**config.mk**
```make
export PLATFORM = sky130hd
export DESIGN_NAME = port_ctl_reg
export DESIGN_NICKNAME = d
export VERILOG_FILES = /design/src/rtl/port_sc_pkg.sv /design/src/rtl/port_sticky_bit.sv /design/src/rtl/port_seq_timer.sv /design/src/rtl/port_ctl_reg.sv
export SDC_FILE = /design/constraint.sdc
export NUM_CORES = 1
export LEC_CHECK = 0
export BUFFER_PORTS_ARGS = -buffer_cell sky130_fd_sc_hd__clkbuf_2
export CAP_MARGIN = 10
export CELL_PAD_IN_SITES_DETAIL_PLACEMENT = 0
export CELL_PAD_IN_SITES_GLOBAL_PLACEMENT = 2
export CORE_MARGIN = 8
export CORE_UTILIZATION = 26
export DETAILED_ROUTE_END_ITERATION = 7
export HOLD_SLACK_MARGIN = 0.06
export PLACE_DENSITY_LB_ADDON = 0.1
export SYNTH_ARGS = -nofsm -noshare
export SYNTH_HDL_FRONTEND = slang
export SYNTH_SLANG_ARGS = --single-unit
```
**constraint.sdc**
```tcl
create_clock -name clk_i -period 3.4 [get_ports clk_i]
set_input_delay 0.17 -clock clk_i [delete_from_list [all_inputs] [get_ports clk_i]]
set_output_delay 0.17 -clock clk_i [all_outputs]
set_load 0.005 [all_outputs]
```
**src/rtl/port_sc_pkg.sv**
```systemverilog
package port_sc_pkg;
  localparam int unsigned REG_W     = 32;
  localparam int unsigned TEST_W    = 4;
  localparam int unsigned N_CHG     = 3;

  // field positions decoded by software
  localparam int unsigned B_ATT     = 0;
  localparam int unsigned B_ATT_CHG = 1;
  localparam int unsigned B_EN      = 2;
  localparam int unsigned B_EN_CHG  = 3;
  localparam int unsigned B_OVC     = 4;
  localparam int unsigned B_OVC_CHG = 5;
  localparam int unsigned B_RES     = 6;
  localparam int unsigned B_SUSP    = 7;
  localparam int unsigned B_RST     = 8;
  localparam int unsigned B_LINE    = 10;
  localparam int unsigned B_OWN     = 13;
  localparam int unsigned B_TEST    = 16;
  localparam int unsigned B_WK_ATT  = 20;
  localparam int unsigned B_WK_DET  = 21;

  localparam logic [REG_W-1:0] RST_VAL   = 32'h0000_2000;
  localparam logic [REG_W-1:0] PWR_MASK  = 32'h0030_01CF;

  // change-flag slots
  localparam int unsigned C_ATT = 0;
  localparam int unsigned C_EN  = 1;
  localparam int unsigned C_OVC = 2;
endpackage

```
**src/rtl/port_sticky_bit.sv**
```systemverilog
module port_sticky_bit (
  input  logic clk_i,
  input  logic rst_ni,
  input  logic zero_i,
  input  logic set_i,
  input  logic clr_i,
  output logic q_o
);
  always_ff @(posedge clk_i or negedge rst_ni) begin
    if (!rst_ni)     q_o <= 1'b0;
    else if (zero_i) q_o <= 1'b0;
    else if (set_i)  q_o <= 1'b1;   // hardware set beats the clear
    else if (clr_i)  q_o <= 1'b0;
  end
endmodule

```
**src/rtl/port_seq_timer.sv**
```systemverilog
module port_seq_timer #(
  parameter int unsigned CYC = 8
) (
  input  logic clk_i,
  input  logic rst_ni,
  input  logic flush_i,
  input  logic start_i,
  output logic busy_o,
  output logic done_o
);
  localparam int unsigned CW = $clog2(CYC + 1);

  logic [CW-1:0] cnt_q;

  always_ff @(posedge clk_i or negedge rst_ni) begin
    if (!rst_ni)              cnt_q <= '0;
    else if (flush_i)         cnt_q <= '0;
    else if (start_i)         cnt_q <= CW'(CYC);
    else if (cnt_q != '0)     cnt_q <= cnt_q - CW'(1);
  end

  assign busy_o = (cnt_q != '0);
  assign done_o = (cnt_q == CW'(1));
endmodule

```
**src/rtl/port_ctl_reg.sv**
```systemverilog
module port_ctl_reg
  import port_sc_pkg::*;
#(
  parameter int unsigned RESET_CYC  = 8,
  parameter int unsigned RESUME_CYC = 6
) (
  input  logic              clk_i,
  input  logic              rst_ni,
  input  logic              wr_en_i,
  input  logic [REG_W-1:0]  wr_data_i,
  output logic [REG_W-1:0]  rd_data_o,
  input  logic              attach_i,
  input  logic              ovc_i,
  input  logic              jk_det_i,
  input  logic              hs_dev_i,
  input  logic              fault_i,
  input  logic              pwr_i,
  input  logic              cfg_i,
  input  logic [1:0]        line_i,
  output logic              port_chg_o,
  output logic              resume_o,
  output logic              rst_o,
  output logic              susp_o,
  output logic [TEST_W-1:0] test_mode_o
);
  logic att_q, en_q, ovc_q, res_q, susp_q, rst_q;
  logic wk_att_q, wk_det_q, own_q, cfg_q, chg_q;
  logic [TEST_W-1:0] test_q;

  logic wr_p;
  logic rst_start, rst_end_req, rst_busy, rst_done;
  logic res_end_req, res_busy, res_done;
  logic sw_res_set, hw_res_set;
  logic [N_CHG-1:0] chg_set, chg_clr, chg_zero, chg_flag;

  logic unused_wd;
  assign unused_wd = ^{wr_data_i[REG_W-1:22], wr_data_i[15:14], wr_data_i[12:9],
                       wr_data_i[B_ATT], wr_data_i[B_OVC]};

  assign wr_p        = wr_en_i & pwr_i;
  assign rst_start   = wr_p & ~rst_q & wr_data_i[B_RST];
  assign rst_end_req = wr_p & rst_q & ~rst_busy & ~wr_data_i[B_RST];
  assign res_end_req = wr_p & res_q & ~res_busy & ~wr_data_i[B_RES];
  assign sw_res_set  = wr_p & ~res_q & wr_data_i[B_RES];
  assign hw_res_set  = pwr_i & jk_det_i & susp_q & ~res_q;

  port_seq_timer #(.CYC(RESET_CYC)) u_rst_tmr (
    .clk_i, .rst_ni, .flush_i(~pwr_i), .start_i(rst_end_req),
    .busy_o(rst_busy), .done_o(rst_done)
  );

  port_seq_timer #(.CYC(RESUME_CYC)) u_res_tmr (
    .clk_i, .rst_ni, .flush_i(~pwr_i), .start_i(res_end_req),
    .busy_o(res_busy), .done_o(res_done)
  );

  // change flags: attach, enable (fault only), over-current
  assign chg_set[C_ATT]  = pwr_i & (attach_i != att_q);
  assign chg_set[C_EN]   = pwr_i & fault_i & en_q;
  assign chg_set[C_OVC]  = (ovc_i != ovc_q);
  assign chg_clr[C_ATT]  = wr_en_i & wr_data_i[B_ATT_CHG];
  assign chg_clr[C_EN]   = wr_en_i & wr_data_i[B_EN_CHG];
  assign chg_clr[C_OVC]  = wr_en_i & wr_data_i[B_OVC_CHG];
  assign chg_zero[C_ATT] = ~pwr_i;
  assign chg_zero[C_EN]  = ~pwr_i;
  assign chg_zero[C_OVC] = 1'b0;

  for (genvar g = 0; g < N_CHG; g++) begin : g_chg
    port_sticky_bit u_bit (
      .clk_i, .rst_ni, .zero_i(chg_zero[g]), .set_i(chg_set[g]),
      .clr_i(chg_clr[g]), .q_o(chg_flag[g])
    );
  end

  always_ff @(posedge clk_i or negedge rst_ni) begin
    if (!rst_ni) begin
      ovc_q  <= 1'b0;
      cfg_q  <= 1'b0;
      own_q  <= RST_VAL[B_OWN];
      test_q <= '0;
      chg_q  <= 1'b0;
    end else begin
      ovc_q <= ovc_i;
      cfg_q <= cfg_i;
      chg_q <= hw_res_set & ~sw_res_set;
      if (!cfg_i)                own_q <= 1'b1;
      else if (!cfg_q)           own_q <= 1'b0;
      else if (wr_en_i)          own_q <= wr_data_i[B_OWN];
      if (wr_en_i) test_q <= wr_data_i[B_TEST +: TEST_W];
    end
  end

  always_ff @(posedge clk_i or negedge rst_ni) begin
    if (!rst_ni) begin
      att_q    <= 1'b0;
      en_q     <= 1'b0;
      res_q    <= 1'b0;
      susp_q   <= 1'b0;
      rst_q    <= 1'b0;
      wk_att_q <= 1'b0;
      wk_det_q <= 1'b0;
    end else if (!pwr_i) begin
      att_q    <= 1'b0;
      en_q     <= 1'b0;
      res_q    <= 1'b0;
      susp_q   <= 1'b0;
      rst_q    <= 1'b0;
      wk_att_q <= 1'b0;
      wk_det_q <= 1'b0;
    end else begin
      att_q <= attach_i;
      if (wr_en_i) begin
        wk_att_q <= wr_data_i[B_WK_ATT];
        wk_det_q <= wr_data_i[B_WK_DET];
      end
      if (rst_done)
        en_q <= hs_dev_i & att_q & attach_i;
      else if (fault_i | (att_q & ~attach_i) | (wr_en_i & ~wr_data_i[B_EN]) | rst_start)
        en_q <= 1'b0;
      if (rst_start)     rst_q <= 1'b1;
      else if (rst_done) rst_q <= 1'b0;
      if (sw_res_set | hw_res_set) res_q <= 1'b1;
      else if (res_done)           res_q <= 1'b0;
      if (rst_start | res_done)        susp_q <= 1'b0;
      else if (wr_p & wr_data_i[B_SUSP]) susp_q <= 1'b1;
    end
  end

  always_comb begin
    rd_data_o                    = '0;
    rd_data_o[B_ATT]             = att_q;
    rd_data_o[B_ATT_CHG]         = chg_flag[C_ATT];
    rd_data_o[B_EN]              = en_q;
    rd_data_o[B_EN_CHG]          = chg_flag[C_EN];
    rd_data_o[B_OVC]             = ovc_q;
    rd_data_o[B_OVC_CHG]         = chg_flag[C_OVC];
    rd_data_o[B_RES]             = res_q;
    rd_data_o[B_SUSP]            = susp_q;
    rd_data_o[B_RST]             = rst_q;
    rd_data_o[B_LINE +: 2]       = (att_q & ~en_q) ? line_i : 2'b00;
    rd_data_o[B_OWN]             = own_q;
    rd_data_o[B_TEST +: TEST_W]  = test_q;
    rd_data_o[B_WK_ATT]          = wk_att_q;
    rd_data_o[B_WK_DET]          = wk_det_q;
  end

  assign port_chg_o  = chg_q;
  assign resume_o    = res_q;
  assign rst_o       = rst_q;
  assign susp_o      = susp_q;
  assign test_mode_o = test_q;
endmodule


```
==> Word level (Yosys, flattened, before mapping) <==
Index checks and enable logic that the tools add are counted.
{ "totals": {"register_bits": 25, "input_bits": 44, "mem_bits_rw": 0, "mem_count": 0, "mem_bits_ro": 0, "out_inout_bits": 40, "latch_bits": 0, "word_cells": 113} }
{ "op_classes": {"div_mod_pow": 0, "n_shift": 0, "muxes": 35, "eq_ne": 14, "bitwise_logic": 42, "magnitude_cmp": 0, "n_reduce_logical": 3, "addsub": 2, "multipliers": 0} }
{ "ops": {"columns": ["cell", "count"], "rows": [
  ["2-to-1 mux 1 bit", 28],
  ["bitwise AND 1 bit", 27],
  ["inequality test 3 x 1 -> 1 bit (second input constant)", 8],
  ["2-to-1 mux 4 bit", 3],
  ["inverter 1 bit", 10],
  ["2-to-1 mux 3 bit", 3],
  ["bitwise OR 1 bit", 5],
  ["== test 4 x 1 -> 1 bit (second input constant)", 1],
  ["nonzero test 4 bit", 1],
  ["subtractor 4 x 1 -> 4 bit (second input constant)", 1],
  ["== test 3 x 1 -> 1 bit (second input constant)", 1],
  ["inequality test 3 bit (second input constant)", 1],
  ["nonzero test 3 bit", 1],
  ["subtractor 3 x 1 -> 3 bit (second input constant)", 1],
  ["2-to-1 mux 2 bit", 1],
  ["inequality test 1 bit", 2],
  ["inequality test 2 bit (second input constant)", 1],
  ["nonzero test 2 bit", 1]
]} }

==> Logic depth before layout (Yosys ltp) <==
{ "logic_depth": {"depth_word": 8, "mapped_depth": 5, "mapped_depth_nobuf": 5} }

==> Hierarchy <==
A second synthesis with hierarchy kept.
{ "hier_totals": {"cells_unflattened": 138, "hier_area_um2": 1433.9} }
{ "by_module_without_submodules": {"columns": ["module", "instances", "cells_each", "area_each_um2", "seq_area_each_um2"], "rows": [
  ["port_ctl_reg", 1, 85, 879.6, 376.6],
  ["port_seq_timer (u_rst_tmr)", 1, 23, 225.2, 100.1],
  ["port_seq_timer (u_res_tmr)", 1, 18, 197.7, 75.1],
  ["port_sticky_bit", 3, 4, 43.8, 25.0]
]} }

==> Least setup slack after synthesis <==
OpenSTA, ideal clock, no wires.
{ "synth_path": {"path_kind": "register to register", "start": "reg u_rst_tmr.cnt_q[0]", "end": "reg u_rst_tmr.cnt_q[3]", "slack_ns": 2.117, "setup_ns": 0.128, "required_ns": 3.272, "t_arrival_ns": 1.156, "n_path_buf": 0, "path_stages_with_launch": 5, "period_less_slack_ns": 1.283, "path_cell_list": "dfrtp_1 -> inv_1 -> ha_1 -> nor3b_1 -> o311a_2"} }
{ "synth_between": {"elab_chain_cells": 6, "word_cells_on_any_way": 9, "classes_between": "1 x add/sub; 1 x eq/ne; 3 x mux; 3 x bitwise; 1 x reduce/logical"} }
{ "synth_rtl": {"columns": ["element", "line_no", "rtl"], "rows": [
  ["start: declaration", "port_seq_timer.sv:13", "logic [CW-1:0] cnt_q;"],
  ["start signal: assignment", "port_seq_timer.sv:18", "else if (start_i) cnt_q <= CW'(CYC);"],
  ["start signal: assignment", "port_seq_timer.sv:19", "else if (cnt_q != '0) cnt_q <= cnt_q - CW'(1);"],
  ["branches (longest 6 deep; another with subtractor 4 x 1 -> 4 bit)", null, null]
]} }
Parallel ways; which one is timed is not known. The select of a mux whose other input is x is not followed.
A chain may end at the register's enable or synchronous reset.

==> Final worst setup path <==
Ends and elaborated chain as after synthesis.

==> metrics <==
status=finished clean; clock slew at reported path FFs=about 90 ps; Ports=84; final setup violating endpoints=0; CP Capture Type=flop; number of post-CTS setup repair buffers=0; CTS root buf=clkbuf_8; maximum VDD drop=~0.17 mV; setup TNS=0 ps; hold_buf cts=3; CTS Sinks=25; fill count=600; H-tree Lvls=1; CP max FO=6; Register Area=roughly 630 um2; crit start category=flop; Critical Path AT=1550 ps; RSZ-0062 raised after global routing=no; Multi-input gate area=564.3 um2; Hold Crit Class=input pin to flop; gpl congestion=a little under 0.7; Yosys top cell area share=42.25%; initial core utilization=a little over a quarter; DPL Wire Length=2621 um; Synth area leader=dfrtp_1; hold path depth=2; period utilisation layout=41.03%; Tmin final=1395 ps; Pre-antenna DRT Iters=3; Clock Path Buffers=2; final WL=~3400 um; GRT Total Usage=under 10%; number of max-slew violations in the final report=0; ant diodes=0; most frequent cells in the layout=clkbuf_2 (51), dfrtp_1 (24), conb_1 (14), nand2_1 (12), inv_1 (7); Worst Setup Slack, final=around 2000 ps; Num CTS Buffers=3; LEAKAGE=approximately 0.86 nW; Synth area leaders=dfrtp_1 (42%), buf_4 (16%), ha_1 (5.3%); first-pass GRT wire length=between 5000 and 6000 um; vias per inst=4.069; total gr overflow=0; largest net degree at the start of global routing=26; PwrDens=a little over 500 nW/um2; WHS Endpoint=test_mode_o[2]$_DFFE_PN0P_; drt first-iter violations=23; Die Height=roughly 90 um; share of cells above drive strength 1=between 30% and 40%; DRC=0; full die area=8088 um2; sequential-to-total area share from yosys stat=44.10%; pre-CTS setup slack=between 2000 and 2500 ps; max_cap viols=0; vias in the first global route=roughly 1100; CP Class=flop to flop; synthesis-to-finish area growth=15.49%; post-DR wirelength/cell=13.76 um; unique cell type count in the Yosys netlist=38; yosys warns=0; Mapped Cells=around 140; reg-to-reg critical path endpoint=u_rst_tmr.cnt_q[3]$_DFFE_PN0P_; Vias=approximately 1000; Final nets=roughly 230; # rows=27; Seq cells post-synth=25; Syn Area/Cell=~10 um2; worst r2r src=u_rst_tmr.cnt_q[0]$_DFFE_PN0P_; worst-skew pair later-pin latency=roughly 260 ps; endpoints failing hold=0; antenna violations before repair=0; flop2flop setup slack=around 2000 ps; TritonCTS clock tree=done; most common cell after layout, fill and taps aside=clkbuf_2; Reg2Reg Depth=4; Core ar.=5405 um2; Critical Path RT=around 3600 ps; Max-slew headroom=55.82%; Max Clk Rate=roughly 720 MHz; clk_skew=about 1.8 ps; Routed Antenna Nets=0; mapped cell area=1421 um2; die width=approximately 90 um; hold path startpoint=wr_data_i[18]; Post-CTS Resized=0; Least-Margin Pin Slew=around 660 ps; # port buffers=51
==> cell usage after synthesis <==
cell       count
a21oi_1        6
a221oi_1       2
a22oi_1        1
and2_1         1
and3_1         1
and3b_1        2
and4_1         1
buf_2          1
buf_4         31
buf_6          1
conb_1         1
dfrtp_1       24
dfstp_2        1
ha_1           6
inv_1          7
inv_2          1
mux2_2         4
mux2i_1        5
nand2_1       12
nand2b_1       1
nand3_1        1
nand3b_1       2
nand4_1        2
nand4b_2       1
nor2_1         4
nor2b_1        2
nor3_1         3
nor3b_1        2
nor3b_2        1
nor4_1         1
o2111ai_1      1
o21ai_0        1
o21ai_1        1
o311a_2        1
o31ai_1        2
or2b_1         1
or3b_4         1
xnor2_1        1
==> power by group <==
part           leakage (nW)  internal [W]  switching [W]
sequential            0.316      0.000346      0.0000524
clock                0.0228     0.0000838      0.0000970
combinational         0.523      0.000135       0.000129
total                 0.862      0.000565       0.000278
==> per-stage QoR <==
stage / instances / util (%) / power (W) / hold WS, ps / instance area [um2]
after floorplan: 150 / - / 0.0006110 / -125.6 / 1470
after global placement: 240 / 28.98 / 0.0006647 / 238.1 / 1567
after detailed placement: 240 / 28.98 / 0.0006710 / 241.7 / 1567
after CTS: 247 / 30.37 / 0.0008605 / 124.0 / 1642
after global routing: 247 / 30.37 / 0.0009194 / 125.1 / 1642
final: 247 / 30.37 / 0.0008432 / 129.2 / 1642
==> flip-flops by register name (all words and copies together) (netlist names) <==
signal           flops
att_q                1
cfg_q                1
en_q                 1
g_chg.u_bit.q_o      3
ovc_q                1
own_q                1
port_chg_o           1
resume_o             1
rst_o                1
susp_o               1
test_mode_o          4
u_res_tmr.cnt_q      3
u_rst_tmr.cnt_q      4
wk_att_q             1
wk_det_q             1
==> worst max-delay path: stages (launching register included) <==
cell,delay (ps)
dfrtp_1,450
inv_1,70
ha_1,250
nor3b_1,150
o311a_2,370
==> how the worst max path moves through the flow <==
stage / endpoint / slack, ps / start
2_1_floorplan: u_rst_tmr.cnt_q[3]$_DFFE_PN0P_ / 2120 / u_rst_tmr.cnt_q[0]$_DFFE_PN0P_
3_3_place_gp: u_rst_tmr.cnt_q[3]$_DFFE_PN0P_ / 2040 / u_rst_tmr.cnt_q[0]$_DFFE_PN0P_
3_5_place_dp: u_rst_tmr.cnt_q[3]$_DFFE_PN0P_ / 2020 / u_rst_tmr.cnt_q[0]$_DFFE_PN0P_
4_1_cts: u_rst_tmr.cnt_q[3]$_DFFE_PN0P_ / 2010 / u_rst_tmr.cnt_q[0]$_DFFE_PN0P_
5_1_grt: u_rst_tmr.cnt_q[1]$_DFFE_PN0P_ / 1860 / u_rst_tmr.cnt_q[0]$_DFFE_PN0P_
6_report: u_rst_tmr.cnt_q[3]$_DFFE_PN0P_ / 2010 / u_rst_tmr.cnt_q[0]$_DFFE_PN0P_
==> kinds of logic after synthesis <==
family / after synthesis / synth area share, %
buffers and inverters: 41 / 19.63
AND/OR/NAND/NOR: 39 / 16.37
multiplexers: 9 / 6.690
flip-flops: 25 / 44.10
other: 1 / 0.2638
AO/OA/AOI/OAI: 15 / 7.042
XOR/XNOR: 1 / 0.6163
adder cells (fa/ha/maj): 6 / 5.282
==> layout make-up <==
class	instances	share of cell area, %
inverters	8	1.829
multi-input cells	84	34.38
well taps	72	5.488
repair buffers	54	17.38
flip-flops and latches	25	38.19
clock buffers	4	2.744
==> routing by layer <==
metal | share of wire [%] | vias to the layer above | GRT usage, %
met5 | 0 | - | 0
met4 | 0.62 | 0 | 2.497
met3 | 6.5 | 2 | 3.076
met2 | 51 | 30 | 14.60
met1 | 42 | 477 | 9.861
li1 | - | 496 | -
No activity file was read; power rests on OpenSTA's default activity.
